### src/rtl/booth8_pkg.sv
package booth8_pkg;

  typedef enum logic [1:0] {ST_IDLE, ST_ITER, ST_ROUND, ST_TIDY} mul_state_t;

  // One radix-8 digit: sign plus magnitude 0..4
  typedef struct packed {
    logic       neg;
    logic [2:0] mag;
  } booth_dig_t;

  // Window bits [3:0] = y(3i+2), y(3i+1), y(3i), y(3i-1)
  function automatic booth_dig_t booth_recode(input logic [3:0] w);
    booth_dig_t r;
    int d;
    d = 2 * int'(w[2]) + int'(w[1]) + int'(w[0]) - 4 * int'(w[3]);
    r.neg = (d < 0);
    r.mag = 3'(d < 0 ? -d : d);
    return r;
  endfunction

endpackage

### src/rtl/booth8_pp_gen.sv
module booth8_pp_gen
  import booth8_pkg::*;
#(
  parameter int AW = 51
) (
  input  logic [3:0]    win,
  input  logic [AW-1:0] m1,
  input  logic [AW-1:0] m3,
  output logic [AW-1:0] pp
);

  booth_dig_t      dig;
  logic [AW-1:0]   mag_v;

  always_comb begin
    dig = booth_recode(win);
    case (dig.mag)
      3'd1:    mag_v = m1;
      3'd2:    mag_v = m1 << 1;
      3'd3:    mag_v = m3;
      3'd4:    mag_v = m1 << 2;
      default: mag_v = '0;
    endcase
    pp = dig.neg ? (~mag_v + AW'(1)) : mag_v;
  end

endmodule

### src/rtl/booth8_csa.sv
module booth8_csa #(
  parameter int AW = 51
) (
  input  logic [AW-1:0] s_in,
  input  logic [AW-1:0] c_in,
  input  logic [AW-1:0] pp,
  output logic [AW-1:0] s_out,
  output logic [AW-1:0] c_out
);

  assign s_out = s_in ^ c_in ^ pp;
  assign c_out = ((s_in & c_in) | (s_in & pp) | (c_in & pp)) << 1;

endmodule

### src/rtl/booth8_rounder.sv
module booth8_rounder #(
  parameter int MW = 24
) (
  input  logic [2*MW-1:0] prod,
  input  logic            neg,
  input  logic            mode_dn,
  output logic [MW-1:0]   kept,
  output logic            inc,
  output logic            norm
);

  logic guard, sticky;

  always_comb begin
    norm = prod[2*MW-1];
    if (norm) begin
      kept   = prod[2*MW-1:MW];
      guard  = prod[MW-1];
      sticky = |prod[MW-2:0];
    end else begin
      kept   = prod[2*MW-2:MW-1];
      guard  = prod[MW-2];
      sticky = |prod[MW-3:0];
    end
    if (mode_dn) inc = neg & (guard | sticky);
    else         inc = guard & (sticky | kept[0]);
  end

endmodule

### src/rtl/booth8_sigmul.sv
module booth8_sigmul
  import booth8_pkg::*;
#(
  parameter int MW   = 24,
  parameter int EW   = 8,
  parameter int BIAS = 127
) (
  input  logic          clk,
  input  logic          rst_n,
  input  logic          start,
  input  logic          round_down,
  input  logic          a_sign,
  input  logic [EW-1:0] a_exp,
  input  logic [MW-1:0] a_sig,
  input  logic          b_sign,
  input  logic [EW-1:0] b_exp,
  input  logic [MW-1:0] b_sig,
  output logic          busy,
  output logic          done,
  output logic          p_sign,
  output logic [EW+1:0] p_exp,
  output logic [MW-1:0] p_sig
);

  localparam int PW    = 2 * MW;
  localparam int STEPS = (MW + 3) / 3;
  localparam int YW    = 3 * STEPS;
  localparam int AW    = PW + 3;
  localparam int XW    = EW + 2;
  localparam int CW    = $clog2(STEPS + 1);

  mul_state_t    state;
  logic [CW-1:0] cnt;
  logic [YW:0]   mreg;
  logic [AW-1:0] m1_q, m3_q, sum_q, car_q;
  logic [AW-1:0] pp_w, s_nx, c_nx, prod_w;
  logic [MW-1:0] kept_w, kept_q;
  logic          inc_w, norm_w, inc_q, norm_q;
  logic          sign_q, mode_q, zero_q, done_q;
  logic [XW-1:0] exp_q;
  logic [MW:0]   rsum;
  logic          rnd_ovf;

  // named events for the checks
  logic accept_ev, last_iter, round_ev;
  assign accept_ev = (state == ST_IDLE) && start;
  assign last_iter = (state == ST_ITER) && (cnt == CW'(STEPS - 1));
  assign round_ev  = (state == ST_ROUND);

  booth8_pp_gen #(.AW(AW)) u_pp (
    .win(mreg[3:0]), .m1(m1_q), .m3(m3_q), .pp(pp_w)
  );

  booth8_csa #(.AW(AW)) u_csa (
    .s_in(sum_q), .c_in(car_q), .pp(pp_w), .s_out(s_nx), .c_out(c_nx)
  );

  assign prod_w = sum_q + car_q;

  booth8_rounder #(.MW(MW)) u_rnd (
    .prod(prod_w[PW-1:0]), .neg(sign_q), .mode_dn(mode_q),
    .kept(kept_w), .inc(inc_w), .norm(norm_w)
  );

  assign rsum    = {1'b0, kept_q} + (MW+1)'(inc_q);
  assign rnd_ovf = rsum[MW];

  always_ff @(posedge clk or negedge rst_n) begin
    if (!rst_n) begin
      state  <= ST_IDLE;
      cnt    <= '0;
      mreg   <= '0;
      m1_q   <= '0;
      m3_q   <= '0;
      sum_q  <= '0;
      car_q  <= '0;
      kept_q <= '0;
      inc_q  <= 1'b0;
      norm_q <= 1'b0;
      sign_q <= 1'b0;
      mode_q <= 1'b0;
      zero_q <= 1'b0;
      exp_q  <= '0;
      done_q <= 1'b0;
      p_sign <= 1'b0;
      p_exp  <= '0;
      p_sig  <= '0;
    end else begin
      done_q <= 1'b0;
      case (state)
        ST_IDLE: if (start) begin
          state  <= ST_ITER;
          cnt    <= '0;
          mreg   <= {{(YW-MW){1'b0}}, b_sig, 1'b0};
          m1_q   <= AW'(a_sig);
          m3_q   <= AW'(a_sig) + (AW'(a_sig) << 1);
          sum_q  <= '0;
          car_q  <= '0;
          sign_q <= a_sign ^ b_sign;
          mode_q <= round_down;
          zero_q <= (a_sig == '0) || (b_sig == '0);
          exp_q  <= XW'(a_exp) + XW'(b_exp) - XW'(BIAS);
        end
        ST_ITER: begin
          sum_q <= s_nx;
          car_q <= c_nx;
          mreg  <= mreg >> 3;
          m1_q  <= m1_q << 3;
          m3_q  <= m3_q << 3;
          cnt   <= cnt + CW'(1);
          if (last_iter) state <= ST_ROUND;
        end
        ST_ROUND: begin
          kept_q <= kept_w;
          inc_q  <= inc_w;
          norm_q <= norm_w;
          state  <= ST_TIDY;
        end
        default: begin
          p_sign <= sign_q;
          p_sig  <= zero_q ? '0 :
                    (rnd_ovf ? {1'b1, {(MW-1){1'b0}}} : rsum[MW-1:0]);
          p_exp  <= zero_q ? '0 : exp_q + XW'(norm_q) + XW'(rnd_ovf);
          done_q <= 1'b1;
          state  <= ST_IDLE;
        end
      endcase
    end
  end

  assign busy = (state != ST_IDLE);
  assign done = done_q;

  // done is a single-cycle pulse
  p_done_pulse_r2: assert property (@(posedge clk) disable iff (!rst_n)
    done_q |=> !done_q);

  // an accepted start always enters the iteration phase
  p_accept_iter_r2: assert property (@(posedge clk) disable iff (!rst_n)
    accept_ev |=> (state == ST_ITER) && (cnt == '0));

  // rounding only follows the final iteration step
  p_round_after_last_r2: assert property (@(posedge clk) disable iff (!rst_n)
    round_ev |-> $past(last_iter));

  // the resolved accumulator never exceeds the product width
  p_prod_fits_r3: assert property (@(posedge clk) disable iff (!rst_n)
    round_ev |-> (prod_w[AW-1:PW] == '0));

  // nonzero results leave normalised
  p_norm_out_r3: assert property (@(posedge clk) disable iff (!rst_n)
    done_q |-> (p_sig[MW-1] || zero_q));

  // zero operand forces a zero significand and exponent
  p_zero_out_r8: assert property (@(posedge clk) disable iff (!rst_n)
    (done_q && zero_q) |-> (p_sig == '0) && (p_exp == '0));

  // captured operand data holds while an operation runs
  p_hold_busy_r9: assert property (@(posedge clk) disable iff (!rst_n)
    busy |=> $stable(exp_q) && $stable(sign_q) && $stable(mode_q) && $stable(zero_q));

endmodule

### config.mk
export PLATFORM = sky130hd
export DESIGN_NAME = booth8_sigmul
export DESIGN_NICKNAME = d
export VERILOG_FILES = /design/src/rtl/booth8_pkg.sv /design/src/rtl/booth8_pp_gen.sv /design/src/rtl/booth8_csa.sv /design/src/rtl/booth8_rounder.sv /design/src/rtl/booth8_sigmul.sv
export SDC_FILE = /design/constraint.sdc
export NUM_CORES = 1
export LEC_CHECK = 0
export CAP_MARGIN = 20
export CORE_ASPECT_RATIO = 2
export CORE_MARGIN = 2
export CORE_UTILIZATION = 55
export DETAILED_ROUTE_END_ITERATION = 8
export PLACE_DENSITY = 0.74
export SYNTH_ARGS = -nofsm -noshare
export SYNTH_HDL_FRONTEND = slang
export SYNTH_HIERARCHICAL = 1
export SYNTH_SLANG_ARGS = --single-unit
### constraint.sdc
create_clock -name clk -period 14.89 [get_ports clk]
set_input_delay 2.978 -clock clk [delete_from_list [all_inputs] [get_ports clk]]
set_output_delay 2.978 -clock clk [all_outputs]
set_load 0.02 [all_outputs]
* Word-level counts from Yosys, hierarchy flattened
Cells that the tools add are included.
** Operators by class
- Muxes and demuxes :: 25
- Equality and inequality tests :: 9
- Bitwise operators :: 13
- Reduce and logical (&&, ||, !) cells :: 13
- Magnitude comparators :: 1
- $add $sub $neg :: 13
** Operators by type and width (count)
- $pmux 51 s2 :: 4
- $mux 51 :: 4
- $pmux 51 s4 :: 1
- $and 50x50->50 :: 3
- $xor 51x51->51 :: 2
- $or 50x50->50 :: 2
- $mux 24 :: 3
- $pmux 28 s2 :: 1
- $add 51x1->51 const B :: 1
- $not 51->51 :: 1
- $add 48x48->48 :: 1
- $logic_not 24->1 :: 2
- $add 32x2->32 :: 1
- $lt 32x1->1 const B :: 1
- $sub 32x4->32 :: 1
- $mux 28 :: 1
- $add 24x25->26 :: 1
- $add 24x1->25 :: 1
- $reduce_or 23->1 :: 1
- $reduce_or 22->1 :: 1
- $add 10x1->10 :: 2
- $mux 10 :: 1
- $sub 9x7->10 const B :: 1
- $add 8x8->9 :: 1
- 25 further kinds :: 36
** Word-level totals
- Logic and storage cells :: 92
- Output and inout bits :: 37
- Register bits after elaboration :: 313
- Input bits :: 70

* Logic depth before layout (Yosys ltp)
- Word-level depth :: 14
- Mapped depth :: 23
- Gate-level depth less buffers :: 19

* Modules after synthesis
Netlist, hierarchy kept.
** By module, submodules not included
- booth8_sigmul :: instances 1, cells each 1585, area each 16612.2 sq um, sequential area each 7732.4 sq um
- booth8_pp_gen :: instances 1, cells each 359, area each 2829.0 sq um, sequential area each 0.0 sq um
- booth8_csa :: instances 1, cells each 53, area each 1036.0 sq um, sequential area each 0.0 sq um
- booth8_rounder :: instances 1, cells each 41, area each 399.1 sq um, sequential area each 0.0 sq um

* Worst setup path before layout
OpenSTA, ideal clock, no wires.
- Kind :: input to register
- Start :: in a_sig[13]
- End :: reg m3_q[25]
- Buffers on the path :: 1
- Setup time :: 0.124 ns
- Setup slack :: 9.726 ns
- Required time :: 14.766 ns
- Data arrival time :: 5.040 ns
- Cell stages on the path :: 12
- Cell sequence :: ha_1 > clkbuf_1 > a21o_1 > a21o_1 > a21oi_1 > nor4b_2 > a211oi_1 > a21o_1 > o21ba_2 > a21oi_2 > nor2b_1 > o31a_1
** Between the ends
- Longest elaborated chain between the ends :: 3
** Ends and longest elaborated chain
- start, declared :: line booth8_sigmul.sv:14 : input logic [MW-1:0] a_sig,
- $add 24x25->26 :: line booth8_sigmul.sv:96 : m3_q <= AW'(a_sig) + (AW'(a_sig) << 1);
- $mux 51 :: line booth8_sigmul.sv:91 : ST_IDLE: if (start) begin
- $pmux 51 s2 :: line booth8_sigmul.sv:90 : case (state)
- end signal, assigned :: line booth8_sigmul.sv:96
- end signal, assigned :: line booth8_sigmul.sv:109 : m3_q <= m3_q << 3;
- end, declared :: line booth8_sigmul.sv:35 : logic [AW-1:0] m1_q, m3_q, sum_q, car_q;
Every way passes these cells. The select of a mux whose other input is x is not followed.
A chain may end at the register's enable or synchronous reset.

* Worst setup path after layout
- Start :: reg mreg[0]
- End :: reg sum_q[44]
** Between the ends
- Longest elaborated chain between the ends :: 11
- Elaborated cells between the ends (all ways) :: 15
- Classes of those cells :: add/sub (4); order compare (1); eq/ne (4); mux (4); bitwise (2)
** Ends and longest elaborated chain
- start, declared :: line booth8_sigmul.sv:34 : logic [YW:0] mreg;
- start signal, assigned :: line booth8_sigmul.sv:94 : mreg <= {{(YW-MW){1'b0}}, b_sig, 1'b0};
- start signal, assigned :: line booth8_sigmul.sv:107 : mreg <= mreg >> 3;
- $add 32x2->32 * :: line booth8_pkg.sv:15 : d = 2 * int'(w[2]) + int'(w[1]) + int'(w[0]) - 4 * int'(w[3]);
- $sub 32x4->32 * :: line booth8_pkg.sv:15
- $lt 32x1->1 / $neg 3->3 (equally long branches) :: line booth8_pkg.sv:16, booth8_pkg.sv:17
- $mux 3 :: line booth8_pkg.sv:17 : r.mag = 3'(d < 0 ? -d : d);
- $eq 3x3->1 (tied with other cells) :: line booth8_pp_gen.sv:17 : case (dig.mag)
- $pmux 51 s4 :: line booth8_pp_gen.sv:17
- $not 51->51 :: line booth8_pp_gen.sv:24 : pp = dig.neg ? (~mag_v + AW'(1)) : mag_v;
- $add 51x1->51 :: line booth8_pp_gen.sv:24
- $mux 51 * :: line booth8_pp_gen.sv:24
- named net pp_w[44] :: line booth8_sigmul.sv:36 : logic [AW-1:0] pp_w, s_nx, c_nx, prod_w;
- $xor 51x51->51 * :: line booth8_csa.sv:11 : assign s_out = s_in ^ c_in ^ pp;
- named net s_nx[44] :: line booth8_sigmul.sv:36
- $pmux 51 s2 * :: line booth8_sigmul.sv:90
- end signal, assigned :: line booth8_sigmul.sv:105 : sum_q <= s_nx;
- end, declared :: line booth8_sigmul.sv:35
Mark *: on every way through the listed nets, which the timed path passes. The rest lies on a longest branch.

==> out/metrics.cfg <==
[logic_synthesis]
yosys_warnings = 6
avgSynthCellArea_um2 = 10.16
syn_inst = 1994
synth_area_um2 = 20260
synth.net_count = 2229

[die]
die_w_um = 139.7
start_util_pct = 55.64
pin_count = 107
die_h_um = 275.5
dieArea_um2 = 38490
row_count = 99
core_area_um2 = 36420

[worst_hold_path]
holdPathEnd = mreg[13]
worstHoldStart = mreg[13]
hold_class = flop to flop
min_path_cells = 2

[layout]
final_area_um2 = 22560
diodes = 0
layout-drive-gt1-share_pct = 10.14
fin_util_pct = 61.95
instances_no_fill = 2506
finalNetCount = 2267
area_growth_pct = 11.34

[setup_path]
worstReg2RegStart = mreg[0]
reg2reg_setup_slack_ns = 9.12
end_kind = flop
cp.arrival_ns = 6.21
crit_fanout = 50
start_kind = flop
path_buf_inv = 3
critical-path-max-stage-delay_ns = 0.62
worstPathRequired_ns = 15.33
path_cells = ha_1, inv_1, ha_1, fa_2, buf_4, inv_1, a41o_2, and2_2, a211o_1, or4_4, nor4_4, nand3_4, o41ai_2, xor2_1, fa_1, a22o_1
rr_endpoint = sum_q[44]
r2r_cells = 16
critPathSlowestCell = a41o_2
path_class = flop to flop
crit_family = simple AND/OR/NAND/NOR gates

[clock_network]
clk_pin_slew_ns = 0.07
cts_resized = 0
root_buffer = clkbuf_16
postCtsSetupBuffers = 0
clock_latency_ns = 0.56
tritoncts = done
h-tree-depth = 1
cts_buffers = 27
cts.sinks = 297
hold_buffers = 0
cts_buffer_depth = 3

[global_routing]
track_usage_pct = 24.56
overflow = 0
grt_max_degree = 246
grt_pass1_vias = 15950
antenna_found_initial = 0
grt_first_pass_wirelength_um = 79140

[pwr]
switching_share_pct = 46.87
seqPwrFrac_pct = 25.8
pwr-share-clk_pct = 13.0
vdd_drop_max_v = 0.0002430
power_mw = 5.800
p_comb_share_pct = 61.2
p_int_mw = 3.081
switching_power_mw = 2.719
p_leak_nw = 10.50
powerDensity_nw_per_um2 = 257.1

[sta]
post-route-min-period_ns = 5.770
hold_slack_ns = 0.4873
rsz0062_at_grt = no
max_freq_mhz = 173.3
tightest_slew_ns = 1.115
period_share_pct = 38.75
tns_ns = 0
max-slew-margin-rel_pct = 25.39
finalSetupViolCount = 0
fin_skew_ns = 0.01838
layout_setup_ws_ns = 9.120
final-hold-violation-count = 0
maxSlewViolCount = 0

[drt]
wirelength_um = 47520
postRouteAntennaNets = 0
wl_per_cell_um = 18.96
routed_via_density = 6.236
drc = 0
first_iter_violations = 823
drt_first_pass_iters = 5
vias = 15630

[placement]
place_area_um2 = 21550
dpl.hpwl_um = 35250
place_congestion = 0.8941
numPortBuffers = 106
numPlacedInstances = 2455
place_ws_ns = 8.692

[run]
cap_viol_max_count = 0

[status]
status = finished, final reports clean

## worst reg2reg max path: stages, from the launching register on
cell	delay, ns
dfrtp_1	0.39
ha_1	0.20
inv_1	0.05
ha_1	0.15
fa_2	0.18
buf_4	0.44
inv_1	0.32
a41o_2	0.62
and2_2	0.37
a211o_1	0.36
or4_4	0.58
nor4_4	0.48
nand3_4	0.25
o41ai_2	0.38
xor2_1	0.26
fa_1	0.44
a22o_1	0.20
## metal layers
| metal | global-route usage (%) | share of wire (%) | up-vias |
|---|---|---|---|
| li1 | - | - | 7397 |
| met1 | 27.65 | 38 | 7690 |
| met2 | 46.77 | 55 | 406 |
| met3 | 2.117 | 3.3 | 134 |
| met4 | 11.08 | 4.6 | 0 |
| met5 | 0 | 0 | - |
## power by group through the flow
stage / Combinational (mW) / Sequential (mW) / Clock (mW)
global route: 3.92 / 1.55 / 0.803
floorplan: 2.74 / 1.45 / 0
finish: 3.55 / 1.49 / 0.756
CTS: 3.53 / 1.49 / 0.771
global placement: 3.39 / 1.49 / 0
detailed placement: 3.51 / 1.51 / 0
## cell type report
type                    instances  area (um2)
fillers                      3028       13860
multi-input cells            1482       11960
flip-flops and latches        297        7432
repair buffers                123        1266
clock buffers                  33       738.2
well taps                     454       568.0
inverters                     101       379.1
clock inverters                16       217.7
## how the worst max path moves through the flow
stage / from / to / slack (ns) / cells past startpoint
3_3_place_gp: start / car_q[45] / 8.78 / 6
2_1_floorplan: a_sig[13] / m3_q[25] / 9.73 / 12
5_1_grt: mreg[0] / sum_q[44] / 8.87 / 18
4_1_cts: state[1] / busy / 9.18 / 4
6_report: mreg[0] / sum_q[44] / 9.12 / 16
3_5_place_dp: start / m1_q[46] / 8.69 / 6
## flip-flops by register name, indices dropped and copies added, names as in the netlist
name	cells
kept_q	24
m3_q	47
sign_q	1
sum_q	48
m1_q	48
zero_q	1
cnt	4
p_sig	24
inc_q	1
mreg	25
p_sign	1
car_q	48
exp_q	10
state	2
mode_q	1
done	1
p_exp	10
norm_q	1
## cell usage in the layout, fill, tap and decap left out, types with 8 or more instances in the layout
| master | n |
|---|---|
| a221o_1 | 17 |
| inv_1 | 101 |
| o21a_1 | 12 |
| a31oi_1 | 13 |
| clkdlybuf4s50_1 | 105 |
| a22oi_1 | 8 |
| o22ai_1 | 36 |
| xnor2_1 | 85 |
| and2_1 | 32 |
| mux2_2 | 54 |
| fa_1 | 51 |
| o21ai_0 | 121 |
| clkbuf_16 | 27 |
| nand2b_1 | 8 |
| ha_1 | 112 |
| a21oi_1 | 100 |
| nor3_1 | 15 |
| dfrtp_1 | 297 |
| nand4_1 | 17 |
| a22o_1 | 171 |
| nor2_1 | 49 |
| nand2_1 | 153 |
| xor2_1 | 61 |
| a21o_1 | 49 |
| a211oi_1 | 16 |
| nand3_1 | 27 |
| nor4_1 | 13 |
| buf_4 | 13 |
| o41ai_2 | 8 |
| o21bai_1 | 13 |
| or2_2 | 8 |
| and3_1 | 21 |
| mux2i_1 | 46 |
Note: power is estimated with default switching activity, not from simulation.
